## src/rtl/hit_tally_pkg.sv

```systemverilog
// Shared widths for the pixel tally block.
package hit_tally_pkg;
    localparam int HIT_W = 10;
    localparam int TOT_W = 14;
endpackage

```

## src/rtl/hit_edge_sense.sv

```systemverilog
// Detects the rising edge of a synchronous discriminator signal.
// Assumes disc_in is already synchronous to clk.
module hit_edge_sense (
    input  logic clk,
    input  logic rst_n,
    input  logic disc_in,
    output logic rise
);
    logic disc_q;

    // Keeps the previous sample of the discriminator.
    always_ff @(posedge clk) begin
        if (!rst_n) disc_q <= 1'b0;
        else        disc_q <= disc_in;
    end

    assign rise = disc_in & ~disc_q;

    AST_RISE_ONE_CYCLE: assert property (@(posedge clk) disable iff (!rst_n)
        rise |=> !rise);
endmodule

```

## src/rtl/sat_tally.sv

```systemverilog
// Saturating up-counter with a synchronous clear.
// When clr and inc are both high, the counter restarts from zero and counts once.
module sat_tally #(
    parameter int W = 10
) (
    input  logic         clk,
    input  logic         rst_n,
    input  logic         clr,
    input  logic         inc,
    output logic [W-1:0] cnt
);
    localparam logic [W-1:0] MAXV = {W{1'b1}};
    logic [W-1:0] base;

    assign base = clr ? '0 : cnt;

    // Adds one unless the counter has reached its ceiling.
    always_ff @(posedge clk) begin
        if (!rst_n)                   cnt <= '0;
        else if (inc && base != MAXV) cnt <= base + 1'b1;
        else                          cnt <= base;
    end

    AST_NO_OVERFLOW: assert property (@(posedge clk) disable iff (!rst_n)
        (cnt == MAXV && !clr) |=> cnt == MAXV);
    AST_MONOTONIC: assert property (@(posedge clk) disable iff (!rst_n)
        !clr |=> cnt >= $past(cnt));
endmodule

```

## src/rtl/tally_readout_ctrl.sv

```systemverilog
// Tracks the shutter and owns the valid flag for both readout modes.
// Frame mode raises valid on shutter close; data-driven mode raises it on request.
module tally_readout_ctrl (
    input  logic clk,
    input  logic rst_n,
    input  logic shutter,
    input  logic mode_dd,
    input  logic rd_req,
    input  logic rd_ack,
    output logic open_edge,
    output logic clr_cnt,
    output logic valid
);
    logic shutter_q;
    logic close_edge;
    logic start_rd;

    assign open_edge  = shutter & ~shutter_q;
    assign close_edge = ~shutter & shutter_q;
    assign start_rd   = mode_dd ? rd_req : close_edge;
    assign clr_cnt    = open_edge | (valid & rd_ack);

    // Remembers the shutter level from the previous edge.
    always_ff @(posedge clk) begin
        if (!rst_n) shutter_q <= 1'b0;
        else        shutter_q <= shutter;
    end

    // Sets valid on readout start and drops it on acknowledge or a new frame.
    always_ff @(posedge clk) begin
        if (!rst_n)                 valid <= 1'b0;
        else if (open_edge)         valid <= 1'b0;
        else if (valid && rd_ack)   valid <= 1'b0;
        else if (!valid && start_rd) valid <= 1'b1;
    end

    AST_FRAME_VALID: assert property (@(posedge clk) disable iff (!rst_n)
        (!mode_dd && !valid && shutter_q && !shutter) |=> valid);
    AST_DD_VALID: assert property (@(posedge clk) disable iff (!rst_n)
        (mode_dd && !valid && rd_req && !open_edge) |=> valid);
    AST_OPEN_CLEARS: assert property (@(posedge clk) disable iff (!rst_n)
        open_edge |=> !valid);
endmodule

```

## src/rtl/hit_tally_pixel.sv

```systemverilog
// Per-pixel event and charge tally, gated by the shutter and the mask.
// Assumes disc_in, shutter and the readout controls are synchronous to clk.
module hit_tally_pixel
    import hit_tally_pkg::*;
(
    input  logic             clk,
    input  logic             rst_n,
    input  logic             disc_in,
    input  logic             shutter,
    input  logic             mask,
    input  logic             mode_dd,
    input  logic             rd_req,
    input  logic             rd_ack,
    output logic [HIT_W-1:0] hit_cnt,
    output logic [TOT_W-1:0] tot_sum,
    output logic             cnt_valid
);
    logic rise;
    logic open_edge;
    logic clr_cnt;
    logic count_en;

    hit_edge_sense u_edge (
        .clk     (clk),
        .rst_n   (rst_n),
        .disc_in (disc_in),
        .rise    (rise)
    );

    tally_readout_ctrl u_ctrl (
        .clk       (clk),
        .rst_n     (rst_n),
        .shutter   (shutter),
        .mode_dd   (mode_dd),
        .rd_req    (rd_req),
        .rd_ack    (rd_ack),
        .open_edge (open_edge),
        .clr_cnt   (clr_cnt),
        .valid     (cnt_valid)
    );

    // Counting is enabled inside an open, unmasked window with no pending readout.
    assign count_en = shutter & ~mask & (~cnt_valid | open_edge);

    sat_tally #(.W(HIT_W)) u_hits (
        .clk   (clk),
        .rst_n (rst_n),
        .clr   (clr_cnt),
        .inc   (count_en & rise),
        .cnt   (hit_cnt)
    );

    sat_tally #(.W(TOT_W)) u_tot (
        .clk   (clk),
        .rst_n (rst_n),
        .clr   (clr_cnt),
        .inc   (count_en & disc_in),
        .cnt   (tot_sum)
    );

    AST_MASK_FREEZE: assert property (@(posedge clk) disable iff (!rst_n)
        (mask && !clr_cnt) |=> ($stable(hit_cnt) && $stable(tot_sum)));
    AST_CLOSED_FREEZE: assert property (@(posedge clk) disable iff (!rst_n)
        (!shutter && !clr_cnt) |=> ($stable(hit_cnt) && $stable(tot_sum)));
    AST_ACK_CLEARS: assert property (@(posedge clk) disable iff (!rst_n)
        (cnt_valid && rd_ack) |=> (!cnt_valid && hit_cnt == '0 && tot_sum == '0));
    AST_HOLD_WHILE_VALID: assert property (@(posedge clk) disable iff (!rst_n)
        (cnt_valid && !clr_cnt) |=> ($stable(hit_cnt) && $stable(tot_sum)));
    AST_HITS_LE_TOT: assert property (@(posedge clk) disable iff (!rst_n)
        (tot_sum < 14'd1000) |-> ({4'd0, hit_cnt} <= tot_sum));
endmodule

```

## config.mk

```make
export PLATFORM = sky130hd
export DESIGN_NAME = hit_tally_pixel
export DESIGN_NICKNAME = d
export VERILOG_FILES = /design/src/rtl/hit_tally_pkg.sv /design/src/rtl/hit_edge_sense.sv /design/src/rtl/sat_tally.sv /design/src/rtl/tally_readout_ctrl.sv /design/src/rtl/hit_tally_pixel.sv
export SDC_FILE = /design/constraint.sdc
export NUM_CORES = 1
export LEC_CHECK = 0
export ABC_AREA = 1
export BUFFER_PORTS_ARGS = -buffer_cell sky130_fd_sc_hd__buf_2
export CORE_UTILIZATION = 45
export CTS_BUF_LIST = sky130_fd_sc_hd__clkbuf_4
export DETAILED_ROUTE_END_ITERATION = 8
export GPL_ROUTABILITY_DRIVEN = 0
export HOLD_SLACK_MARGIN = 0.03
export PLACE_DENSITY = 0.64
export SLEW_MARGIN = 0
export SYNTH_ARGS = -nofsm -noshare
export SYNTH_HDL_FRONTEND = slang
export SYNTH_SLANG_ARGS = --single-unit
```

## constraint.sdc

```tcl
create_clock -name clk -period 5.63 [get_ports clk]
set_input_delay 1.126 -clock clk [delete_from_list [all_inputs] [get_ports clk]]
set_output_delay 1.126 -clock clk [all_outputs]
set_load 0.1 [all_outputs]
```

==> metrics.md <==
| Metric | Value |
|---|---|
| Gr usage total | 0.224 |
| Core Rows | 22 |
| Final worst path period share | 0.534 |
| Final Power | 0.000338 W |
| Critical-path maximum fanout | 18 |
| Clock latency on the worst-skew pair | 340 ps |
| Hold path startpoint | u_tot.cnt[4] |
| Seq cells post-synth | 27 |
| WHS | 544 ps |
| Iteration-0 DRC Markers | about 120 |
| Total grt overflow | 0 |
| Max frequency | 0.333 GHz |
| # diodes | 0 |
| Core area | between 3000 and 4000 sq um |
| Port Buffers | 32 |
| Max Root-Sink Buffers | 2 |
| Max IR drop VDD | approximately 0.095 mV |
| Dpl cells | around 370 |
| Sw Ratio | 0.316 |
| Ys Warns | 0 |
| CTS buffer count | 3 |
| Vias per cell | ~5.0 |
| Post-synthesis sequential area ratio | 0.295 |
| Reg2reg end | u_tot.cnt[2] |
| Total wire length | 4400 um |
| CP Class | in2reg |
| CP cell instances | buf_2, nand2_4, nand2_4, nor2_1, ha_1, nand2_1, inv_1, nand4_1, nor2_1, nand3_1, nand2_1, nand2_1, a21oi_1 |
| Worst Path Required | 5900 ps |
| Hold path cells | 2 |
| Post-route ant nets | 0 |
| Hold Fails Final Rpt | 0 |
| Nets@finish | roughly 340 |
| Layout cells sized above 1 | 0.172 |
| Top-Level Pins | 33 |
| First-pass GRT wire length | between 7000 and 8000 um |
| Total number of vias | ~1900 |
| Die H | 65.8 um |
| Worst Tran Pin Value | around 490 ps |
| Clock power share | 0.278 |
| Pre-Repair DR Iteration Count | 4 |
| Layout area overhead | 10.6% |
| Synthesized net count | between 300 and 400 |
| Worst hold path type | reg2reg |
| Internal power | 0.000231 W |
| Post-Syn Area per Cell | slightly above 6 sq um |
| Clk root buf | clkbuf_4 |
| Pin count of the biggest net entering global routing | 23 |
| Slew Viols, Final | 0 |
| Die ar. | between 4000 and 5000 sq um |
| Post-cts gate resize count | 0 |
| Wire per inst | approximately 12 um |
| Post-DP HPWL | 3240 um |
| Post-CTS Setup Bufs | 0 |
| R2R depth | 13 |
| Setup crit start kind | input pin |
| Die width | between 60 and 70 um |
| Comb pwr share | 0.140 |
| Buf/Inv on CP | 2 |
| Hold_buf cts | 0 |
| R2R Setup Slk | slightly above 3000 ps |
| Crit path max-delay family | simple AND/OR/NAND/NOR gates |
| Setup tns final | 0 ps |
| P_sw | 0.000107 W |
| Clock-pin slew on the worst setup and hold paths | 170 ps |
| Starting Density | 0.486 |
| # clock sinks | 27 |
| Arrival time worst endpoint | 3280 ps |
| Reg2reg start | u_ctrl.shutter_q |
| Post-Syn Instances | about 300 |
| Max-cap viol count | 0 |
| Outcome | finished, final reports clean |
| Setup repair after global routing missed its margin | no |
| Initial antenna violation count | 0 |
| Fin Clk Skew | 1.75 ps |
| Post-route non-filler standard cell count | between 300 and 400 |
| Netlist Area Pre-Place | 1830 sq um |
| Crit path capture type | flop |
| Relative slew slack | 0.676 |
| CTS tree | built |
| Hold EP | u_tot.cnt[4] |
| Max incr delay on CP | 310 ps |
| Leakage | about 1 nW |
| Power per Cell Area | about 170 nW/um^2 |
| CP most frequent cell | nand2_1 |
| CTS HTree Levels | 1 |
| Flop pwr share | 0.582 |
| Vias in the first global route | 1668 |
| DRC viols | 0 |
| Slowest-stage cell, CP | nand3_1 |
| Cell variety after synth | 25 |
| Tmin final | 3010 ps |
| Final setup fails | 0 |
power groups by stage:
stage | Sequential, W | Combinational (W) | Clock [W]
5_1_grt | 0.000197 | 0.0000508 | 0.000105
2_1_floorplan | 0.000215 | 0.0000239 | 0
4_1_cts | 0.000196 | 0.0000472 | 0.0000948
6_report | 0.000196 | 0.0000473 | 0.0000939
3_3_place_gp | 0.000200 | 0.0000465 | 0
3_5_place_dp | 0.000200 | 0.0000469 | 0
cell usage in the layout, fill, tap and decap left out:
cell	synthesis	final
o21ai_0	3	3
nor2_8	1	1
inv_1	48	48
nand3_1	39	39
nor2_2	2	2
inv_2	2	2
nand2_1	60	60
nand3b_1	1	1
nor2_4	2	2
ha_1	2	2
nand4_1	12	12
a211oi_1	1	1
nand3b_2	1	1
a21oi_1	8	8
nand2_4	3	3
buf_2	2	32
buf_4	2	1
clkinvlp_4	0	1
nor2_1	60	60
clkbuf_4	0	3
nand2_2	2	2
nand3_2	6	6
dfxtp_1	27	27
nor3_1	4	4
xor2_1	4	4
sequential cells by signal (all words and copies together), names as in the netlist:
| name | count |
|---|---|
| u_ctrl.valid | 1 |
| u_hits.cnt | 10 |
| u_ctrl.shutter_q | 1 |
| u_edge.disc_q | 1 |
| u_tot.cnt | 14 |
worst min-delay path: stages (launching register included):
cell and delay [ps]:
dfxtp_1 370, nand3_2 90, a21oi_1 60
cells in the mapped netlist:
master,number,area share
buf_6,3,0.018
xor2_1,4,0.019
nand2_2,2,0.0068
a211oi_1,1,0.0041
nor2_2,2,0.0068
clkbuf_1,1,0.0020
nor2_4,2,0.012
o21ai_0,3,0.0082
nand3b_2,1,0.0061
inv_1,48,0.098
nor2_8,1,0.011
nor3_1,4,0.011
nor2_1,60,0.12
nand3_1,39,0.11
buf_2,2,0.0055
nand3b_1,1,0.0041
ha_1,2,0.014
inv_2,2,0.0041
nand2_4,3,0.018
a21oi_1,8,0.022
nand2_1,60,0.12
buf_4,2,0.0082
dfxtp_1,27,0.29
nand4_1,12,0.041
nand3_2,6,0.033
metal layers:
layer | GRT usage | vias to the layer above | wire, um | share of wire
met5 | 0 | - | 0 | 0
met4 | 0.0652 | 0 | 36 | 0.0082
met3 | 0.0259 | 4 | 233 | 0.053
met2 | 0.327 | 51 | 1720 | 0.39
met1 | 0.339 | 817 | 2410 | 0.55
li1 | - | 986 | - | -
how the worst max path moves through the flow:
stage | end | slack [ps] | from | cells after the start
3_5_place_dp | u_tot.cnt[2] | 2310 | shutter | 13
6_report | u_tot.cnt[2] | 2620 | shutter | 13
3_3_place_gp | u_tot.cnt[1] | 2420 | shutter | 14
2_1_floorplan | u_tot.cnt[8] | 2830 | rd_ack | 15
4_1_cts | u_tot.cnt[2] | 2670 | shutter | 13
5_1_grt | u_tot.cnt[2] | 2460 | shutter | 13
cells by family after synthesis:
family	synth area share
buffers and inverters	0.136
adder cells (fa/ha/maj)	0.0136
AO/OA/AOI/OAI	0.0341
flip-flops	0.295
XOR/XNOR	0.0191
AND/OR/NAND/NOR	0.502
final cells by class:
cell class,count,area (sq um)
sequential,27,541
clock buffer,3,22.5
tap,48,60.1
fill,413,1740
multi-input combinational,211,1040
inverter,50,188
timing repair buffer,33,168
clock inverter,1,7.51
metrics by stage:
| step | cell area, sq um | utilization | setup slack (ps) |
|---|---|---|---|
| finish | 2030 | 0.538 | 2620 |
| global route | 2030 | 0.538 | 2460 |
| CTS | 2030 | 0.538 | 2670 |
| detailed placement | 2000 | 0.530 | 2310 |
| global placement | 2000 | 0.530 | 2420 |
| floorplan | 1830 | - | 2830 |
Power figures use the tool's default switching activity.
